--- src/rtl/sps_pkg.sv ---
`timescale 1ns/1ps
package sps_pkg;

    localparam logic [7:0] ACK_BANK  = 8'h08;
    localparam logic [7:0] ACK_SENS  = 8'h01;
    localparam logic [7:0] ACK_CLR   = 8'h09;
    localparam logic [7:0] ACK_CMD   = 8'hAC;
    localparam logic [7:0] CLR_BYTE  = 8'h00;
    localparam logic       SEL_DATA  = 1'b0;
    localparam logic       SEL_CMD   = 1'b1;

    typedef enum logic [3:0] {
        S_IDLE,
        S_WR_BANK,
        S_RD_BANK,
        S_CK_BANK,
        S_WR_SENS,
        S_RD_SENS,
        S_CK_SENS,
        S_RD_RES,
        S_CAP_RES,
        S_RS_RD,
        S_RS_CK,
        S_RS_WR,
        S_RS_RD9,
        S_RS_CK9,
        S_RS_RDAC,
        S_RS_CKAC
    } seq_state_e;

endpackage

--- src/rtl/sps_try_cnt.sv ---
`timescale 1ns/1ps
module sps_try_cnt #(
    parameter int LIMIT = 8
) (
    input  logic clk,
    input  logic rst_n,
    input  logic clr,
    input  logic inc,
    output logic last
);
    localparam int CW = (LIMIT > 2) ? $clog2(LIMIT) : 1;

    logic [CW-1:0] cnt_d, cnt_q;

    always_comb begin
        cnt_d = cnt_q;
        if (clr) begin
            cnt_d = '0;
        end else if (inc) begin
            cnt_d = cnt_q + 1'b1;
        end
    end

    always_ff @(posedge clk or negedge rst_n) begin
        if (!rst_n) begin
            cnt_q <= '0;
        end else begin
            cnt_q <= cnt_d;
        end
    end

    assign last = (cnt_q == CW'(LIMIT - 1));

    // the sequencer never asks for a clear and a step together
    a_r6_no_clr_inc: assert property (@(posedge clk) disable iff (!rst_n)
        !(clr && inc));

    // a step is never requested once the final attempt is reached
    a_r6_no_inc_past_last: assert property (@(posedge clk) disable iff (!rst_n)
        last |-> !inc);

endmodule

--- src/rtl/sensor_poll_seq.sv ---
`timescale 1ns/1ps
module sensor_poll_seq
    import sps_pkg::*;
#(
    parameter int TRY_LIMIT = 8
) (
    input  logic        clk,
    input  logic        rst_n,
    input  logic        req_valid,
    output logic        req_ready,
    input  logic [15:0] req_addr,
    output logic        port_sel,
    output logic        port_rd,
    output logic        port_wr,
    output logic [7:0]  port_wdata,
    input  logic [7:0]  port_rdata,
    output logic        rsp_done,
    output logic [7:0]  rsp_data,
    output logic        rsp_err
);

    typedef struct packed {
        seq_state_e  state;
        logic [7:0]  bank;
        logic [7:0]  sens;
        logic [7:0]  data;
        logic        err;
        logic        done;
    } seq_regs_t;

    seq_regs_t r_d, r_q;

    logic in_clr, in_inc, in_last;
    logic out_clr, out_inc, out_last;
    logic fail;

    sps_try_cnt #(.LIMIT(TRY_LIMIT)) u_poll_cnt (
        .clk  (clk),
        .rst_n(rst_n),
        .clr  (in_clr),
        .inc  (in_inc),
        .last (in_last)
    );

    sps_try_cnt #(.LIMIT(TRY_LIMIT)) u_pass_cnt (
        .clk  (clk),
        .rst_n(rst_n),
        .clr  (out_clr),
        .inc  (out_inc),
        .last (out_last)
    );

    always_comb begin
        r_d        = r_q;
        r_d.done   = 1'b0;
        port_rd    = 1'b0;
        port_wr    = 1'b0;
        port_sel   = SEL_DATA;
        port_wdata = '0;
        in_clr     = 1'b0;
        in_inc     = 1'b0;
        out_clr    = 1'b0;
        out_inc    = 1'b0;
        fail       = 1'b0;

        case (r_q.state)
            S_IDLE: begin
                if (req_valid) begin
                    r_d.bank  = req_addr[15:8];
                    r_d.sens  = req_addr[7:0];
                    r_d.err   = 1'b0;
                    in_clr    = 1'b1;
                    r_d.state = S_WR_BANK;
                end
            end
            S_WR_BANK: begin
                port_wr    = 1'b1;
                port_wdata = r_q.bank;
                r_d.state  = S_RD_BANK;
            end
            S_RD_BANK: begin
                port_rd   = 1'b1;
                r_d.state = S_CK_BANK;
            end
            S_CK_BANK: begin
                if (port_rdata == ACK_BANK) begin
                    in_clr    = 1'b1;
                    r_d.state = S_WR_SENS;
                end else if (in_last) begin
                    fail = 1'b1;
                end else begin
                    in_inc    = 1'b1;
                    r_d.state = S_RD_BANK;
                end
            end
            S_WR_SENS: begin
                port_wr    = 1'b1;
                port_sel   = SEL_CMD;
                port_wdata = r_q.sens;
                r_d.state  = S_RD_SENS;
            end
            S_RD_SENS: begin
                port_rd   = 1'b1;
                r_d.state = S_CK_SENS;
            end
            S_CK_SENS: begin
                if (port_rdata == ACK_SENS) begin
                    in_clr    = 1'b1;
                    r_d.state = S_RD_RES;
                end else if (in_last) begin
                    fail = 1'b1;
                end else begin
                    in_inc    = 1'b1;
                    r_d.state = S_RD_SENS;
                end
            end
            S_RD_RES: begin
                port_rd   = 1'b1;
                port_sel  = SEL_CMD;
                r_d.state = S_CAP_RES;
            end
            S_CAP_RES: begin
                r_d.data  = port_rdata;
                out_clr   = 1'b1;
                r_d.state = S_RS_RD;
            end
            S_RS_RD: begin
                port_rd   = 1'b1;
                r_d.state = S_RS_CK;
            end
            S_RS_CK: begin
                if (port_rdata == ACK_BANK) begin
                    r_d.done  = 1'b1;
                    r_d.state = S_IDLE;
                end else if (out_last) begin
                    fail = 1'b1;
                end else begin
                    out_inc   = 1'b1;
                    in_clr    = 1'b1;
                    r_d.state = S_RS_WR;
                end
            end
            S_RS_WR: begin
                port_wr    = 1'b1;
                port_wdata = CLR_BYTE;
                r_d.state  = S_RS_RD9;
            end
            S_RS_RD9: begin
                port_rd   = 1'b1;
                r_d.state = S_RS_CK9;
            end
            S_RS_CK9: begin
                if (port_rdata == ACK_CLR) begin
                    in_clr    = 1'b1;
                    r_d.state = S_RS_RDAC;
                end else if (in_last) begin
                    fail = 1'b1;
                end else begin
                    in_inc    = 1'b1;
                    r_d.state = S_RS_RD9;
                end
            end
            S_RS_RDAC: begin
                port_rd   = 1'b1;
                port_sel  = SEL_CMD;
                r_d.state = S_RS_CKAC;
            end
            S_RS_CKAC: begin
                if (port_rdata == ACK_CMD) begin
                    in_clr    = 1'b1;
                    r_d.state = S_RS_RD;
                end else if (in_last) begin
                    fail = 1'b1;
                end else begin
                    in_inc    = 1'b1;
                    r_d.state = S_RS_RDAC;
                end
            end
            default: r_d.state = S_IDLE;
        endcase

        if (fail) begin
            r_d.done  = 1'b1;
            r_d.err   = 1'b1;
            r_d.data  = '0;
            r_d.state = S_IDLE;
        end
    end

    always_ff @(posedge clk or negedge rst_n) begin
        if (!rst_n) begin
            r_q <= '{state: S_IDLE, bank: '0, sens: '0, data: '0, err: 1'b0, done: 1'b0};
        end else begin
            r_q <= r_d;
        end
    end

    assign req_ready = (r_q.state == S_IDLE);
    assign rsp_done  = r_q.done;
    assign rsp_data  = r_q.data;
    assign rsp_err   = r_q.err;

    // never read and write the port bus in the same cycle
    a_r9_one_strobe: assert property (@(posedge clk) disable iff (!rst_n)
        !(port_rd && port_wr));

    // the bus is quiet whenever a request could be taken
    a_r8_idle_quiet: assert property (@(posedge clk) disable iff (!rst_n)
        req_ready |-> !(port_rd || port_wr));

    // the first operation after acceptance writes the bank to the data port
    a_r1_bank_first: assert property (@(posedge clk) disable iff (!rst_n)
        (req_valid && req_ready) |=> (port_wr && !port_sel && port_wdata == $past(req_addr[15:8])));

    // acceptance clears the sticky error
    a_r7_err_clear: assert property (@(posedge clk) disable iff (!rst_n)
        (req_valid && req_ready) |=> !rsp_err);

    // a failed operation returns zero
    a_r6_zero_on_err: assert property (@(posedge clk) disable iff (!rst_n)
        (rsp_done && rsp_err) |-> (rsp_data == 8'h00));

    // done is a single-cycle pulse that coincides with ready
    a_r10_done_pulse: assert property (@(posedge clk) disable iff (!rst_n)
        rsp_done |=> !rsp_done);

    a_r10_done_ready: assert property (@(posedge clk) disable iff (!rst_n)
        rsp_done |-> req_ready);

endmodule

--- config.mk ---
export PLATFORM = sky130hd
export DESIGN_NAME = sensor_poll_seq
export DESIGN_NICKNAME = d
export VERILOG_FILES = /design/src/rtl/sps_pkg.sv /design/src/rtl/sps_try_cnt.sv /design/src/rtl/sensor_poll_seq.sv
export SDC_FILE = /design/constraint.sdc
export NUM_CORES = 1
export LEC_CHECK = 0
export ABC_CLOCK_PERIOD_IN_PS = 2500
export BUFFER_PORTS_ARGS = -buffer_cell sky130_fd_sc_hd__clkbuf_2
export CAP_MARGIN = 20
export CELL_PAD_IN_SITES_DETAIL_PLACEMENT = 0
export CELL_PAD_IN_SITES_GLOBAL_PLACEMENT = 1
export CORE_MARGIN = 1
export CORE_UTILIZATION = 42
export CTS_BUF_LIST = sky130_fd_sc_hd__clkbuf_16
export CTS_CLUSTER_SIZE = 16
export DETAILED_ROUTE_END_ITERATION = 16
export GPL_TIMING_DRIVEN = 1
export PLACE_DENSITY_LB_ADDON = 0.1
export SKIP_LAST_GASP = 1
export SLEW_MARGIN = 20
export SYNTH_ARGS = -nofsm -noshare
export SYNTH_HDL_FRONTEND = slang
export SYNTH_SLANG_ARGS = --single-unit
--- constraint.sdc ---
create_clock -name clk -period 2.5 [get_ports clk]
set_input_delay 0.125 -clock clk [delete_from_list [all_inputs] [get_ports clk]]
set_output_delay 0.125 -clock clk [all_outputs]
set_load 0.02 [all_outputs]
==> impl_metrics.json, run 1 <==
{
  "worstPathMaxFanout": 19,
  "rows": 25,
  "cts_buffers": 5,
  "worstPathBufferInverterCount": 0,
  "wl_met1_mm": 2.164,
  "critPathKind": "reg2reg",
  "yosys.area.top_type": "dfrtp_1",
  "drv_slew": 0,
  "port_buffers": 48,
  "cp-end-kind": "flip-flop",
  "detail_route.first_pass.iterations": 4,
  "path_delay_family": "flip-flops",
  "die-height_um": 73.71,
  "mostFrequentLayoutCell": "clkbuf_2",
  "clockBufferDepth": 2,
  "power.leakage_uw": 0.001207,
  "failed_checks": "hold timing",
  "drt-initial-drc-count": 98,
  "avgSynthCellArea_sq_um": 10.85,
  "ys_warn_count": 0,
  "drive_gt1_share_pct": 41.77,
  "fmax_mhz": 458.2,
  "synth_async_sr_flop_share_pct": 100.0,
  "setup-violations-final": 0,
  "finalCritPeriodShare_pct": 87.30,
  "die_area_sq_um": 5432,
  "synth_cell_types": 46,
  "powerDensity_nw_per_um2": 1026,
  "grt_use_total_pct": 19.53,
  "start_util_pct": 44.54,
  "h-tree-depth": 2,
  "gr-total-overflow": 0,
  "finalClockSkew_ns": 0.002553,
  "cts_tree": "yes",
  "rsz0062_at_grt": "no",
  "synth-edff-count": 0,
  "ios": 49,
  "routed_wirelength_mm": 4.677,
  "yosysTopAreaCellShare_pct": 41.71,
  "grt_pass1_wl_mm": 7.941,
  "ys_seq_area_share_pct": 41.71,
  "status": "finished with violations",
  "cp-start-kind": "flip-flop",
  "synth_area_leaders": "dfrtp_1 (42%), mux2_2 (9.9%), mux2i_1 (5.6%)",
  "wl_met2_mm": 2.248,
  "ctsHoldBuffers": 0,
  "fin_nets": 268,
  "synth-main-ff-cell": "dfrtp_1",
  "tightestPinTransition_ns": 0.8976,
  "clockRootBuffer": "clkbuf_16",
  "cap_violations": 0,
  "dp_hpwl_mm": 3.440,
  "cts_resized": 0,
  "drc_errors": 0,
  "cts.sinks": 36,
  "ant_nets": 0,
  "tns_ns": 0,
  "worstPathArrival_ns": 2.34,
  "cts_setup_buffers": 0,
  "syn_to_final_growth_pct": 16.98,
  "avgViaCountPerCell": 5.421,
  "slowest_delay_ns": 0.72,
  "top_layer": "met4",
  "core_region_area_sq_um": 4848,
  "cts.clk_slew.worst_paths_ns": 0.05,
  "grt_max_degree": 37,
  "finish.utilization_pct": 52.10,
  "wire_per_inst_um": 15.38,
  "worstPathCellList": "nand2b_1 > a2111oi_4 > a311oi_1 > and3_1 > mux2_2",
  "hold_viol_final": 36,
  "grt_pass1_vias": 1665,
  "die_w_um": 73.71,
  "layout_common_cells": "clkbuf_2 (48), dfrtp_1 (36), mux2_2 (19)",
  "fin_crit_ns": 2.183,
  "ir_drop_mv": 0.6308,
  "antenna_found_initial": 0,
  "wl_met3_um": 206,
  "synth_nets": 230,
  "worstSkewPairLatency_ns": 0.27,
  "hold_slack_ns": -0.02939,
  "vias": 1648,
  "slew_headroom_pct": 40.16,
  "synth_area_sq_um": 2160,
  "cp_data_required_time_ns": 2.66,
  "synthCells": 199,
  "hold_path.class": "in2async",
  "gp_congestion": 0.7736,
  "ys_ff_latch": 36,
  "cp_slowest_cell": "dfrtp_1",
  "diodes": 0
}
[report_power, final]
| part | internal, uW | switching (uW) |
|---|---|---|
| Sequential | 757 | 205 |
| Clock | 357 | 213 |
| Combinational | 469 | 591 |
[final cells by class]
| class | instances | area (sq um) |
|---|---|---|
| flip-flops and latches | 36 | 900.9 |
| inverters | 1 | 3.754 |
| multi-input cells | 139 | 1119 |
| clock buffers | 5 | 125.1 |
| clock inverters | 2 | 8.758 |
| repair buffers | 54 | 285.3 |
| well taps | 67 | 83.83 |
| fillers | 453 | 2322 |
[state kept, by name, summed over array words and instances, names as in the netlist]
signal and cells:
r_q 20, rsp_data 8, rsp_done 1, rsp_err 1, u_pass_cnt.cnt_q 3, u_poll_cnt.cnt_q 3
[metrics by stage]
stage / total power [uW] / cells / worst slack (ns) / cell area (sq um)
after floorplan: 1841 / 199 / 0.5139 / 2160
after global placement: 1993 / 297 / 0.4116 / 2392
after detailed placement: 2041 / 297 / 0.3458 / 2392
after CTS: 2619 / 304 / 0.3301 / 2526
after global routing: 2788 / 304 / 0.1592 / 2526
final: 2592 / 304 / 0.3174 / 2526
[worst paths after layout]
| check | start | end | slack (ns) | depth (start not counted) |
|---|---|---|---|---|
| setup reg to reg | r_q[29] | u_poll_cnt.cnt_q[1] | 0.32 | 5 |
| max in group asynchronous | rst_n | r_q[23] | 1.97 | 1 |
| min in group clk | req_addr[8] | r_q[18] | 0.08 | 2 |
| hold / removal | rst_n | rsp_data[2] | -0.03 | 1 |
| setup / recovery | r_q[29] | u_poll_cnt.cnt_q[1] | 0.32 | 5 |
| hold reg to reg | rsp_err | rsp_err | 0.50 | 1 |
[routing by layer]
layer  global-route usage, %  up-vias
met1                   26.37      810
met3                   5.350        5
met2                   30.28       36
met5                       0        -
met4                   6.410        0
li1                        -      797
[kinds of logic (layout without fill, tap and decap cells)]
kind of cell / count (synthesis) / in the layout / synth area share, %
buffers and inverters: 24 / 62 / 6.488
AOI/OAI and AO/OA: 36 / 36 / 12.51
adders and majority gates: 5 / 5 / 2.781
muxes: 31 / 31 / 15.47
xor gates and xnor gates: 1 / 1 / 0.4056
DFF: 36 / 36 / 41.71
and+or+nand+nor: 66 / 66 / 20.63
[Yosys cell counts, drive strengths merged, types with 2 or more instances]
master,instances
and2,4
buf,18
mux2i,12
nand2,6
a211o,2
nand2b,2
o21ai,6
nor4,2
and3,4
nor2,17
nor3,15
ha,4
a21oi,7
a311oi,2
mux2,19
clkbuf,5
a22oi,9
dfrtp,36
nand3,3
a31oi,2
o21a,2
nor2b,7
Note: power is estimated with default switching activity, not from simulation.
==> run 2: changes to the inputs <==
- PLACE_DENSITY: unset -> 0.89
- PLACE_DENSITY_LB_ADDON: 0.1 -> unset
==> impl_metrics.json, run 2 (synthesized netlist as in run 1, its figures left out) <==
{
  "start_util_pct": 44.54,
  "largest_reg_flops": 20,
  "clockRootBuffer": "clkbuf_16",
  "hold_viol_final": 36,
  "reg2reg_slack_ns": 0.38,
  "worstPathMaxFanout": 13,
  "failed_checks": "hold timing",
  "pwr-share-seq_pct": 33.6,
  "ctsHoldBuffers": 0,
  "fin_nets": 270,
  "nFillCells": 428,
  "rsz0062_at_grt": "no",
  "cts_setup_buffers": 0,
  "r2r_end": "u_poll_cnt.cnt_q[2]",
  "cts_buffers": 5,
  "gr-total-overflow": 0,
  "ff2ff_path_depth": 5,
  "fin_crit_ns": 2.121,
  "core_region_area_sq_um": 4848,
  "ir_drop_mv": 0.5419,
  "regMostFlops": "r_q",
  "tns_ns": 0,
  "antenna_found_initial": 0,
  "diodes": 0,
  "switching_share_pct": 37.24,
  "worstPathArrival_ns": 2.28,
  "worstSkewPairLatency_ns": 0.28,
  "fin_ws_ns": 0.3786,
  "finalCritPeriodShare_pct": 84.86,
  "vias": 1627,
  "cp-end-kind": "flip-flop",
  "grt_use_total_pct": 18.06,
  "switchingPower_uw": 1018,
  "setup-violations-final": 0,
  "cts_tree": "yes",
  "cts.clk_slew.worst_paths_ns": 0.06,
  "drt-initial-drc-count": 54,
  "p_int_uw": 1717,
  "die_area_sq_um": 5432,
  "hold_path.class": "in2async",
  "status": "finished with violations",
  "register_area_sq_um": 900.9,
  "cts_resized": 0,
  "drive_gt1_share_pct": 43.33,
  "dp_hpwl_mm": 3.184,
  "ant_nets": 0,
  "die-height_um": 73.71,
  "clkPwrFrac_pct": 25.5,
  "grt_pass1_wl_mm": 7.376,
  "layout_common_cells": "clkbuf_2 (48), dfrtp_1 (36), mux2_2 (19)",
  "place_inst": 299,
  "gp_congestion": 0.9056,
  "powerDensity_nw_per_um2": 1060,
  "detail_route.first_pass.iterations": 4,
  "reg2reg_from": "r_q[27]",
  "cp_data_required_time_ns": 2.66,
  "fin_area_sq_um": 2580,
  "ios": 49,
  "slew_headroom_pct": 40.19,
  "rows": 25,
  "drv_slew": 0,
  "clockBufferDepth": 2,
  "grt_max_degree": 37,
  "routed_wirelength_mm": 4.391,
  "fin_cells": 307,
  "fmax_mhz": 471.4,
  "power.leakage_uw": 0.001227,
  "wire_per_inst_um": 14.30,
  "mostFrequentLayoutCell": "clkbuf_2",
  "die_w_um": 73.71,
  "finalClockSkew_ns": 0.003955,
  "critPathKind": "reg2reg",
  "cts.sinks": 36,
  "tightestPinTransition_ns": 0.8972,
  "hold_slack_ns": -0.03059,
  "post-place-ws_ns": 0.3995,
  "combPwrFrac_pct": 40.8,
  "syn_to_final_growth_pct": 19.47,
  "h-tree-depth": 2,
  "grt_pass1_vias": 1605,
  "cp-start-kind": "flip-flop",
  "drc_errors": 0,
  "cap_violations": 0,
  "multiInputGateArea_sq_um": 1124,
  "avgViaCountPerCell": 5.300,
  "port_buffers": 48,
  "place_area_sq_um": 2412
}
==> run 2: cell types whose count changed in the layout (fill, tap and decap cells not counted) <==
cell        delta
buf_4          +2
clkinvlp_4     +1
inv_1          -1
nor3_1         -1
bufinv_16      +1
nor3_2         +1
==> run 2: cell type report <==
cell class,count,share of cell area (%)
clock inverter,3,1.649
tap,67,3.249
inverter,1,0.1455
multi-input combinational,139,43.55
sequential,36,34.92
timing repair buffer,56,11.64
clock buffer,5,4.850
==> run 2: how the worst max path moves through the flow <==
stage                        from             endpoint  slack, ns  cells past startpoint
final                     r_q[27]  u_poll_cnt.cnt_q[2]       0.38                      5
after global routing      r_q[27]  u_poll_cnt.cnt_q[2]       0.26                      5
after CTS                 r_q[27]  u_poll_cnt.cnt_q[2]       0.38                      5
after detailed placement  r_q[27]  u_poll_cnt.cnt_q[2]       0.40                      5
after global placement    r_q[27]  u_poll_cnt.cnt_q[1]       0.41                      5
after floorplan           r_q[29]              r_q[10]       0.51                      6
==> run 2: through the flow <==
| step | utilization, % | power, uW | hold WS (ns) |
|---|---|---|---|
| 2_1_floorplan | - | 1841 | -0.1706 |
| 3_3_place_gp | 49.75 | 2030 | 0.2876 |
| 3_5_place_dp | 49.75 | 2054 | 0.3031 |
| 4_1_cts | 53.21 | 2769 | 0.006014 |
| 5_1_grt | 53.21 | 2924 | 0.04564 |
| 6_report | 53.21 | 2735 | -0.03059 |
==> run 2: metal layers <==
metal	wire length, um	share of wire (%)	track usage (%)
met1	1982	45	22.48
met2	2174	50	30.07
met3	169	3.8	3.978
met4	65	1.5	7.692
met5	0	0	0
==> run 2: power by group through the flow <==
| stage | registers [uW] | clock network [uW] | logic (uW) |
|---|---|---|---|
| final | 919 | 699 | 1120 |
| after global routing | 946 | 750 | 1230 |
| after CTS | 918 | 721 | 1130 |
| after detailed placement | 926 | 0 | 1130 |
| after global placement | 922 | 0 | 1110 |
| after floorplan | 862 | 0 | 979 |
==> run 2: critical path, stage by stage, from the launching register on <==
cell and delay (ns):
dfrtp_1 0.62, nand2b_1 0.20, a2111oi_4 0.54, a311oi_1 0.16, and3_1 0.22, mux2_2 0.26
==> run 3: changes to the inputs <==
- ABC_CLOCK_PERIOD_IN_PS: 2500 -> 1800
- CORE_UTILIZATION: 42 -> 38
- PLACE_DENSITY: 0.89 -> 0.85
- clock period: 2.5 -> 1.8 ns (I/O delays scaled with it)
==> impl_metrics.json, run 3 (synthesized netlist as in run 1, its figures left out) <==
{
  "regMostFlops": "r_q",
  "path_delay_family": "adder cells",
  "tightestPinTransition_ns": 0.6231,
  "largest_reg_flops": 20,
  "worstPathCellList": "ha_1 > ha_1 > a2111oi_4 > a311oi_2 > and3_1 > mux2_2",
  "setup-violations-final": 0,
  "wl_met2_mm": 2.665,
  "mostFrequentLayoutCell": "clkbuf_2",
  "core_region_area_sq_um": 5507,
  "worstPathArrival_ns": 1.94,
  "fmax_mhz": 563.0,
  "wire_per_inst_um": 15.22,
  "wl_met1_mm": 2.262,
  "worstSkewPairLatency_ns": 0.28,
  "cts_tree": "yes",
  "hold_viol_final": 0,
  "cp_data_required_time_ns": 1.96,
  "status": "finished clean",
  "die-height_um": 77.39,
  "start_util_pct": 39.22,
  "h-tree-depth": 2,
  "routed_wirelength_mm": 5.130,
  "avgViaCountPerCell": 5.223,
  "wl_met3_um": 107,
  "syn_to_final_growth_pct": 32.16,
  "rsz0062_at_grt": "yes",
  "powerDensity_nw_per_um2": 1437,
  "grt_max_degree": 25,
  "finalClockSkew_ns": 0.004070,
  "fin_crit_ns": 1.776,
  "top_layer": "met4",
  "cts.clk_slew.worst_paths_ns": 0.06,
  "rows": 27,
  "die_w_um": 77.39,
  "critPathKind": "reg2reg",
  "cp-start-kind": "flip-flop",
  "cts.sinks": 36,
  "hold_slack_ns": 0.04552,
  "ir_drop_mv": 0.8605,
  "dp_hpwl_mm": 3.746,
  "gp_congestion": 0.8462,
  "finalCritPeriodShare_pct": 98.68,
  "slew_headroom_pct": 58.46,
  "timing.critical_path.mode_cell": "ha_1",
  "grt_use_total_pct": 17.92,
  "clockBufferDepth": 2,
  "drt-initial-drc-count": 76,
  "clockRootBuffer": "clkbuf_16",
  "die_area_sq_um": 5988,
  "port_buffers": 48,
  "ant_nets": 0,
  "worstPathBufferInverterCount": 0,
  "power.leakage_uw": 0.001360,
  "slowest_delay_ns": 0.39,
  "cap_violations": 0,
  "detail_route.first_pass.iterations": 4,
  "grt_pass1_wl_mm": 8.424,
  "cp_slowest_cell": "dfrtp_1",
  "hold_path.class": "in2reg",
  "fin_ws_ns": 0.02382,
  "diodes": 0,
  "layout_common_cells": "clkbuf_2 (46), dfrtp_1 (32), buf_4 (28)",
  "ios": 49,
  "cts_buffers": 5,
  "drv_slew": 0,
  "fin_nets": 295,
  "post-place-ws_ns": -0.02962,
  "drive_gt1_share_pct": 51.32,
  "antenna_found_initial": 0,
  "grt_pass1_vias": 1808,
  "worstPathMaxFanout": 3,
  "gr-total-overflow": 0,
  "vias": 1760,
  "drc_errors": 0,
  "cp-end-kind": "flip-flop"
}
run 3: cell count changes in the layout (fill, tap and decap cells not counted), sizes merged:
cell / before / now
dlygate4sd3: 0 / 1
clkinv: 1 / 2
clkbuf: 53 / 51
clkinvlp: 1 / 0
buf: 8 / 34
run 3: stage by stage:
step | setup TNS [ns] | cells | area [sq um] | utilization, % | power (uW)
2_1_floorplan | -0.4832 | 199 | 2192 | - | 2588
3_3_place_gp | -0.007057 | 326 | 2630 | 47.76 | 3014
3_5_place_dp | -0.08470 | 326 | 2630 | 47.76 | 3069
4_1_cts | 0 | 335 | 2811 | 51.06 | 4058
5_1_grt | -0.2431 | 337 | 2854 | 51.83 | 4367
6_report | 0 | 337 | 2854 | 51.83 | 4102
run 3: per-layer routing:
layer,global-route usage [%],vias up
li1,-,846
met1,22.09,882
met2,31.06,24
met3,3.529,8
met4,6.226,0
met5,0,-
run 3: what timing repair did:
action / 4_1_cts / 5_1_grt
setup buffers: 0 / 1
endpoints found under the hold margin: 22 / 0
gates resized for setup: 4 / 12
setup endpoints to repair: 11 / 36
cloned: 0 / 1
hold buffers: 1 / 0
run 3: final timing paths:
check,from,to,cells after the start,slack (ns)
min reg2reg,u_poll_cnt.cnt_q[0],u_poll_cnt.cnt_q[0],1,0.49
min,req_addr[14],r_q[24],2,0.05
min in group asynchronous,rst_n,r_q[16],2,0.37
max,u_pass_cnt.cnt_q[0],u_poll_cnt.cnt_q[1],6,0.02
max reg2reg,u_pass_cnt.cnt_q[0],u_poll_cnt.cnt_q[1],6,0.02
max in group asynchronous,rst_n,r_q[28],3,0.87
run 3: worst register-to-register path, stage by stage (launching register included):
cell       delay, ns
dfrtp_1         0.39
ha_1            0.21
ha_1            0.21
a2111oi_4       0.29
a311oi_2        0.13
and3_1          0.18
mux2_2          0.26
run 3: cell type report:
cell class | count | area [sq um]
well taps | 72 | 90.09
fillers | 479 | 2653
multi-input cells | 139 | 1160
inverters | 1 | 3.754
clock inverters | 3 | 37.54
repair buffers | 81 | 531.8
clock buffers | 5 | 125.1
flip-flops and latches | 36 | 905.9
run 3: power breakdown:
part           total [uW]  internal, uW  leakage (uW)  switching, uW
clock network         958           643     0.0000789            315
logic                1880           894      0.000820            984
registers            1270          1060      0.000461            205
